--- src/rtl/jseq_pkg.sv ---
package jseq_pkg;

  typedef enum logic [2:0] {
    M_STILL = 3'd0,
    M_FWD1  = 3'd1,
    M_FWD2  = 3'd2,
    M_FWD3  = 3'd3,
    M_FWD4  = 3'd4,
    M_REV1  = 3'd5,
    M_REV2  = 3'd6,
    M_RSVD  = 3'd7
  } play_mode_e;

  typedef enum logic [1:0] {
    PS_IDLE = 2'd0,
    PS_LOW  = 2'd1,
    PS_GAP  = 2'd2
  } pulse_st_e;

  function automatic logic [1:0] jumps_of(play_mode_e m);
    case (m)
      M_FWD1:  return 2'd0;
      M_FWD2:  return 2'd1;
      M_FWD3:  return 2'd2;
      M_FWD4:  return 2'd3;
      M_REV1:  return 2'd2;
      M_REV2:  return 2'd3;
      default: return 2'd1;
    endcase
  endfunction

  function automatic logic fwd_of(play_mode_e m);
    return (m == M_FWD1) || (m == M_FWD2) || (m == M_FWD3) || (m == M_FWD4);
  endfunction

endpackage

--- src/rtl/jseq_edges.sv ---
module jseq_edges (
  input  logic clk,
  input  logic rst_n,
  input  logic line_bit5,
  input  logic vsync,
  input  logic field_bottom,
  output logic tick,
  output logic resync
);
  logic lb_q;
  logic vs_q;

  always_ff @(posedge clk or negedge rst_n) begin
    if (!rst_n) begin
      lb_q <= 1'b1;
      vs_q <= 1'b0;
    end else begin
      lb_q <= line_bit5;
      vs_q <= vsync;
    end
  end

  assign tick   = line_bit5 & ~lb_q;
  assign resync = vs_q & ~vsync & field_bottom;

endmodule

--- src/rtl/jseq_phase.sv ---
module jseq_phase
  import jseq_pkg::*;
#(
  parameter int PHASES = 8
) (
  input  logic       clk,
  input  logic       rst_n,
  input  logic       tick,
  input  logic       resync,
  input  logic [2:0] mode_in,
  output logic [3:0] phase,
  output play_mode_e mode_q,
  output logic       go
);
  localparam logic [3:0] LAST = 4'(PHASES);
  localparam logic [3:0] PRE  = 4'(PHASES - 1);

  logic       wrap;
  logic       enter_one;

  assign wrap      = tick && (phase == LAST);
  assign enter_one = resync || wrap;
  assign go        = tick && !resync && (phase == PRE);

  always_ff @(posedge clk or negedge rst_n) begin
    if (!rst_n) begin
      phase  <= 4'd1;
      mode_q <= M_STILL;
    end else begin
      if (enter_one) begin
        phase  <= 4'd1;
        mode_q <= play_mode_e'(mode_in);
      end else if (tick) begin
        phase  <= phase + 4'd1;
      end
    end
  end


  phase_range_chk: assert property (@(posedge clk) disable iff (!rst_n)
    (phase >= 4'd1) && (phase <= LAST));


  phase_step_chk: assert property (@(posedge clk) disable iff (!rst_n)
    (tick && !resync) |=>
      (phase == (($past(phase) == LAST) ? 4'd1 : $past(phase) + 4'd1)));

endmodule

--- src/rtl/jseq_pulse.sv ---
module jseq_pulse
  import jseq_pkg::*;
#(
  parameter int LOW_CYC = 96,
  parameter int GAP_CYC = 96
) (
  input  logic       clk,
  input  logic       rst_n,
  input  logic       go,
  input  logic [1:0] njumps,
  output logic       jump_n
);
  localparam int MAXC = (LOW_CYC > GAP_CYC) ? LOW_CYC : GAP_CYC;
  localparam int TW   = $clog2(MAXC + 1);
  localparam int RW   = $clog2(LOW_CYC + 2);

  pulse_st_e       st;
  logic [TW-1:0]   tmr;
  logic [1:0]      rem;

  always_ff @(posedge clk or negedge rst_n) begin
    if (!rst_n) begin
      st     <= PS_IDLE;
      tmr    <= '0;
      rem    <= '0;
      jump_n <= 1'b1;
    end else begin
      case (st)
        PS_IDLE: begin
          if (go && (njumps != 2'd0)) begin
            st     <= PS_LOW;
            tmr    <= TW'(LOW_CYC - 1);
            rem    <= njumps;
            jump_n <= 1'b0;
          end
        end
        PS_LOW: begin
          if (tmr == '0) begin
            jump_n <= 1'b1;
            rem    <= rem - 2'd1;
            if (rem > 2'd1) begin
              st  <= PS_GAP;
              tmr <= TW'(GAP_CYC - 1);
            end else begin
              st  <= PS_IDLE;
            end
          end else begin
            tmr <= tmr - 1'b1;
          end
        end
        PS_GAP: begin
          if (tmr == '0) begin
            st     <= PS_LOW;
            tmr    <= TW'(LOW_CYC - 1);
            jump_n <= 1'b0;
          end else begin
            tmr <= tmr - 1'b1;
          end
        end
        default: begin
          st     <= PS_IDLE;
          jump_n <= 1'b1;
        end
      endcase
    end
  end

  logic [RW-1:0] low_run;
  always_ff @(posedge clk or negedge rst_n) begin
    if (!rst_n)      low_run <= '0;
    else if (!jump_n) low_run <= low_run + 1'b1;
    else             low_run <= '0;
  end


  pulse_width_chk: assert property (@(posedge clk) disable iff (!rst_n)
    $rose(jump_n) |-> (low_run == RW'(LOW_CYC)));

endmodule

--- src/rtl/jump_sequencer.sv ---
module jump_sequencer
  import jseq_pkg::*;
#(
  parameter int CLK_HZ   = 1_000_000,
  parameter int PULSE_US = 96,
  parameter int GAP_US   = 96,
  parameter int PHASES   = 8
) (
  input  logic       clk,
  input  logic       rst_n,
  input  logic       line_bit5,
  input  logic       vsync,
  input  logic       field_bottom,
  input  logic [2:0] mode,
  output logic       jump_n,
  output logic       dir_fwd,
  output logic [3:0] phase
);
  localparam int KHZ     = CLK_HZ / 1000;
  localparam int LOW_CYC = (KHZ * PULSE_US) / 1000;
  localparam int GAP_RAW = (KHZ * GAP_US) / 1000;
  localparam int GAP_CYC = (GAP_RAW > LOW_CYC) ? GAP_RAW : LOW_CYC;

  logic       tick;
  logic       resync;
  logic       go;
  play_mode_e mode_q;
  logic [1:0] njumps;

  jseq_edges u_edges (
    .clk          (clk),
    .rst_n        (rst_n),
    .line_bit5    (line_bit5),
    .vsync        (vsync),
    .field_bottom (field_bottom),
    .tick         (tick),
    .resync       (resync)
  );

  jseq_phase #(.PHASES(PHASES)) u_phase (
    .clk     (clk),
    .rst_n   (rst_n),
    .tick    (tick),
    .resync  (resync),
    .mode_in (mode),
    .phase   (phase),
    .mode_q  (mode_q),
    .go      (go)
  );

  assign njumps  = jumps_of(mode_q);
  assign dir_fwd = fwd_of(mode_q);

  jseq_pulse #(.LOW_CYC(LOW_CYC), .GAP_CYC(GAP_CYC)) u_pulse (
    .clk    (clk),
    .rst_n  (rst_n),
    .go     (go),
    .njumps (njumps),
    .jump_n (jump_n)
  );


  resync_phase_chk: assert property (@(posedge clk) disable iff (!rst_n)
    resync |=> (phase == 4'd1));


  burst_start_chk: assert property (@(posedge clk) disable iff (!rst_n)
    (go && (njumps != 2'd0) && jump_n) |=> !jump_n);


  dir_hold_chk: assert property (@(posedge clk) disable iff (!rst_n)
    !$stable(dir_fwd) |-> (phase == 4'd1));

endmodule

--- config.mk ---
export PLATFORM = sky130hd
export DESIGN_NAME = jump_sequencer
export DESIGN_NICKNAME = d
export VERILOG_FILES = /design/src/rtl/jseq_pkg.sv /design/src/rtl/jseq_edges.sv /design/src/rtl/jseq_phase.sv /design/src/rtl/jseq_pulse.sv /design/src/rtl/jump_sequencer.sv
export SDC_FILE = /design/constraint.sdc
export NUM_CORES = 1
export LEC_CHECK = 0
export BUFFER_PORTS_ARGS = -buffer_cell sky130_fd_sc_hd__buf_2
export CAP_MARGIN = 20
export CORE_UTILIZATION = 51
export CTS_CLUSTER_DIAMETER = 200
export CTS_CLUSTER_SIZE = 10
export DETAILED_ROUTE_END_ITERATION = 10
export GPL_TIMING_DRIVEN = 0
export HOLD_SLACK_MARGIN = 0.15
export PLACE_DENSITY = 0.82
export SETUP_SLACK_MARGIN = 0.5
export SLEW_MARGIN = 10
export SYNTH_ARGS = -nofsm -noshare
export SYNTH_HDL_FRONTEND = slang
export SYNTH_HIERARCHICAL = 1
export SYNTH_SLANG_ARGS = --single-unit
--- constraint.sdc ---
create_clock -name clk -period 1.92 [get_ports clk]
set_input_delay 0.192 -clock clk [delete_from_list [all_inputs] [get_ports clk]]
set_output_delay 0.192 -clock clk [all_outputs]
set_load 0.02 [all_outputs]
==> metrics.md <==
| Metric | Value |
|---|---|
| Die ar. | `around 2700 sq um` |
| R2r endpoint | `u_pulse/tmr[1]` |
| Crit path launch | `u_phase/phase[0]` |
| Buf/Inv on CP | `0` |
| Ys flop type | `dfrtp_1` |
| Most frequent cells in the layout | `18 x dfrtp_1, 11 x buf_2, 10 x nor2_1, 9 x inv_1, 8 x buf_6` |
| CTS Root Buffer Type | `clkbuf_4` |
| Vias in the first global route | `1002` |
| DRC viols | `0` |
| Nets@finish | `169` |
| Clock buffer depth | `2` |
| Vias/cell | `5.65` |
| # setup viols final | `7` |
| Sequential area share after synthesis | `42.3%` |
| Final worst path period share | `107%` |
| Syn_area_per_cell | `10.7 sq um` |
| Final Non-Filler Cells | `179` |
| Max-cap violation count | `0` |
| Worst Tran Pin Value | `0.483 ns` |
| Peak Freq | `487 MHz` |
| First-pass GRT wire length | `4460 microns` |
| Fillers | `142` |
| Setup crit end kind | `flop` |
| Distinct cells, synth | `37` |
| Reg-to-reg slack, setup | `-0.13 ns` |
| Mapped Cells | `117` |
| Hold Violations, Final | `0` |
| WS Path Type | `flop to flop` |
| Commonest non-fill, non-tap cell in the layout | `dfrtp_1` |
| Core Util, Final | `75.6%` |
| VDD IR max | `852 uV` |
| Antenna Diode Count | `0` |
| Hold wc startpoint | `line_bit5` |
| Failing checks | `negative setup slack` |
| PD cells | `765 nW/um^2` |
| CP delay by family, top | `compound AO/OA/AOI/OAI gates` |
| Multi-input logic area | `812 sq um` |
| Cell Area, Synth | `1250 sq um` |
| IO Pins | `14` |
| Outcome | `complete, but fails checks` |
| Placed cell count | `about 160` |
| Register area | `529 sq um` |
| Largest net degree at the start of global routing | `22` |
| TritonCTS Sinks | `21` |
| Register bit count reported by yosys | `21` |
| Post-synth EDFFs | `0` |
| Final ANT Viol Nets | `0` |
| R2R depth | `7` |
| RSZ-0062 raised after global routing | `yes` |
| PortBufs | `13` |
| Syn Nets | `134` |
| Drt pass-1 iters | `4` |
| Tot GR Track Use | `23.6%` |
| Max-slew violations | `0` |
| Clock transition at path regs | `0.13 ns` |
| CP arrival | `~2.3 ns` |
| Worst EP required | `approximately 2.1 ns` |
| Hold Path Class | `input pin to flop` |
| HPWL Detailed | `about 1700 microns` |
| Period minus WS final | `a little over 2 ns` |
| Lkg Pwr | `around 0.75 nW` |
| Final wirelength | `around 3000 microns` |
| CP Launch Type | `flop` |
| CTS buffer count | `3` |
| Core area | `2250 sq um` |
| Die Ht | `between 50 and 60 microns` |
| Worst Hold Path Cells | `4` |
| Drt wl/cell | `16.8 microns` |
| Synth warn | `6` |
| CP Cell Sequence | `ha_4 > nand2_4 > nor4_4 > o21ai_2 > a22o_2 > a31o_4 > mux2_4` |
| Via count | `1011` |
| Layout area overhead | `36.3%` |
| Starting Density | `around 55%` |
| Layout cell share with drive strength beyond 1 | `~45%` |
| Critical path's largest stage delay | `0.60 ns` |
| Global route total overflow | `0` |
| Hold worst-path end | `u_phase/phase[0]` |
| Slowest cell on crit path | `dfstp_2` |
| Clock Skews | `0.00654 ns` |
| Antenna violations before repair | `0` |
| Cell Rows | `17` |
| Worst skew pair latency | `0.32 ns` |
| Die X | `51.5 microns` |
| Fraction of registers with async set or reset after synthesis | `100%` |
| Critical Path Fanout Max | `7` |
| Starting DRT DRC Count | `10` |
| Setup ws final | `-0.133 ns` |
| Setup TNS | `-0.493 ns` |
| CTS tree | `built` |
| H-tree depth | `1` |
| Worst slew margin | `67.8%` |
| Reg2Reg Launch Point | `u_phase/phase[0]` |
| GP Congestion | `0.738` |
[synth_stat cells, drive strengths merged (3+ instances only)]
cell type / count / share of area (%)
dfrtp: 18 / 36
nor2: 14 / 4.8
inv: 11 / 3.3
ha: 9 / 9.0
nand2: 7 / 2.1
mux2: 6 / 6.3
o31ai: 6 / 3.6
o21ai: 5 / 2.9
mux2i: 4 / 3.2
xnor2: 4 / 2.8
dfstp: 3 / 6.3
nand2b: 3 / 1.5
nor2b: 3 / 1.5
o41ai: 3 / 2.1
[metal layers]
layer / vias up / wire, microns / global-route usage, % / part of all wire (%)
met5: - / 0 / 0 / 0
met4: 0 / 56 / 12.2 / 1.9
met3: 7 / 71 / 5.56 / 2.4
met2: 15 / 1650 / 43.3 / 55
met1: 503 / 1230 / 24.9 / 41
li1: 486 / - / - / -
[flip-flops by register name (all words and copies together) (netlist names)]
register and count:
u_phase/mode_q 3, u_pulse/rem 2, u_pulse/st 2, u_edges/vs_q 1
u_pulse/jump_n 1, u_edges/lb_q 1, u_pulse/tmr 7, u_phase/phase 4
[final cells by class]
type	instances	area share (%)
buffer	2	1.10
clock buffer	3	1.32
clock inverter	1	0.440
inverter	11	2.42
multi-input combinational	83	47.6
sequential	21	31.0
tap	28	2.05
timing repair buffer	30	14.0
[power by group]
group / switching (W) / total [W] / leakage [nW] / internal [W]
clock: 0.000147 / 0.000227 / 0.0139 / 0.0000796
combinational: 0.000252 / 0.000486 / 0.499 / 0.000235
sequential: 0.0000842 / 0.000592 / 0.242 / 0.000508
[logic make-up (layout without fill, tap and decap cells)]
| kind of cell | Yosys count | after routing | synth area share [%] |
|---|---|---|---|
| multiplexers | 10 | 10 | 9.50 |
| flip-flops | 21 | 21 | 42.3 |
| buffers and inverters | 13 | 47 | 4.80 |
| adder cells (fa/ha/maj) | 9 | 9 | 9.00 |
| AND/OR/NAND/NOR | 36 | 36 | 14.7 |
| AO/OA/AOI/OAI | 23 | 23 | 16.2 |
| XOR/XNOR | 5 | 5 | 3.50 |
[worst max-delay path by stage]
stage | to | slack (ns) | cells past startpoint
finish | u_pulse/tmr[1] | -0.13 | 7
global route | u_pulse/tmr[5] | -0.18 | 7
CTS | u_pulse/tmr[1] | -0.21 | 7
detailed placement | u_pulse/tmr[1] | -0.38 | 7
global placement | u_pulse/tmr[1] | -0.34 | 7
floorplan | u_pulse/tmr[1] | -0.18 | 7
[tightest hold or removal path: stages]
cell and delay [ns]:
buf_2 0.12, nor2b_4 0.16, xnor2_1 0.14, nand2b_1 0.05
[per-stage QoR]
step / hold WS, ns / area, sq um / total power, W / worst slack [ns]
after global placement: 0.170 / 1360 / 0.000893 / -0.336
after detailed placement: 0.176 / 1360 / 0.000919 / -0.381
after floorplan: -0.104 / 1260 / 0.000806 / -0.178
final: 0.328 / 1710 / 0.00131 / -0.133
after global routing: 0.339 / 1710 / 0.00136 / -0.177
after CTS: 0.347 / 1610 / 0.00122 / -0.206
[repair_timing]
item                                   CTS  global route
hold buffers                             6             0
pin swaps                                4             3
buffers inserted                         8             3
endpoints found under the hold margin   25             0
setup endpoints to repair               15            21
gates resized for setup                 21            17
Power figures use the tool's default switching activity.
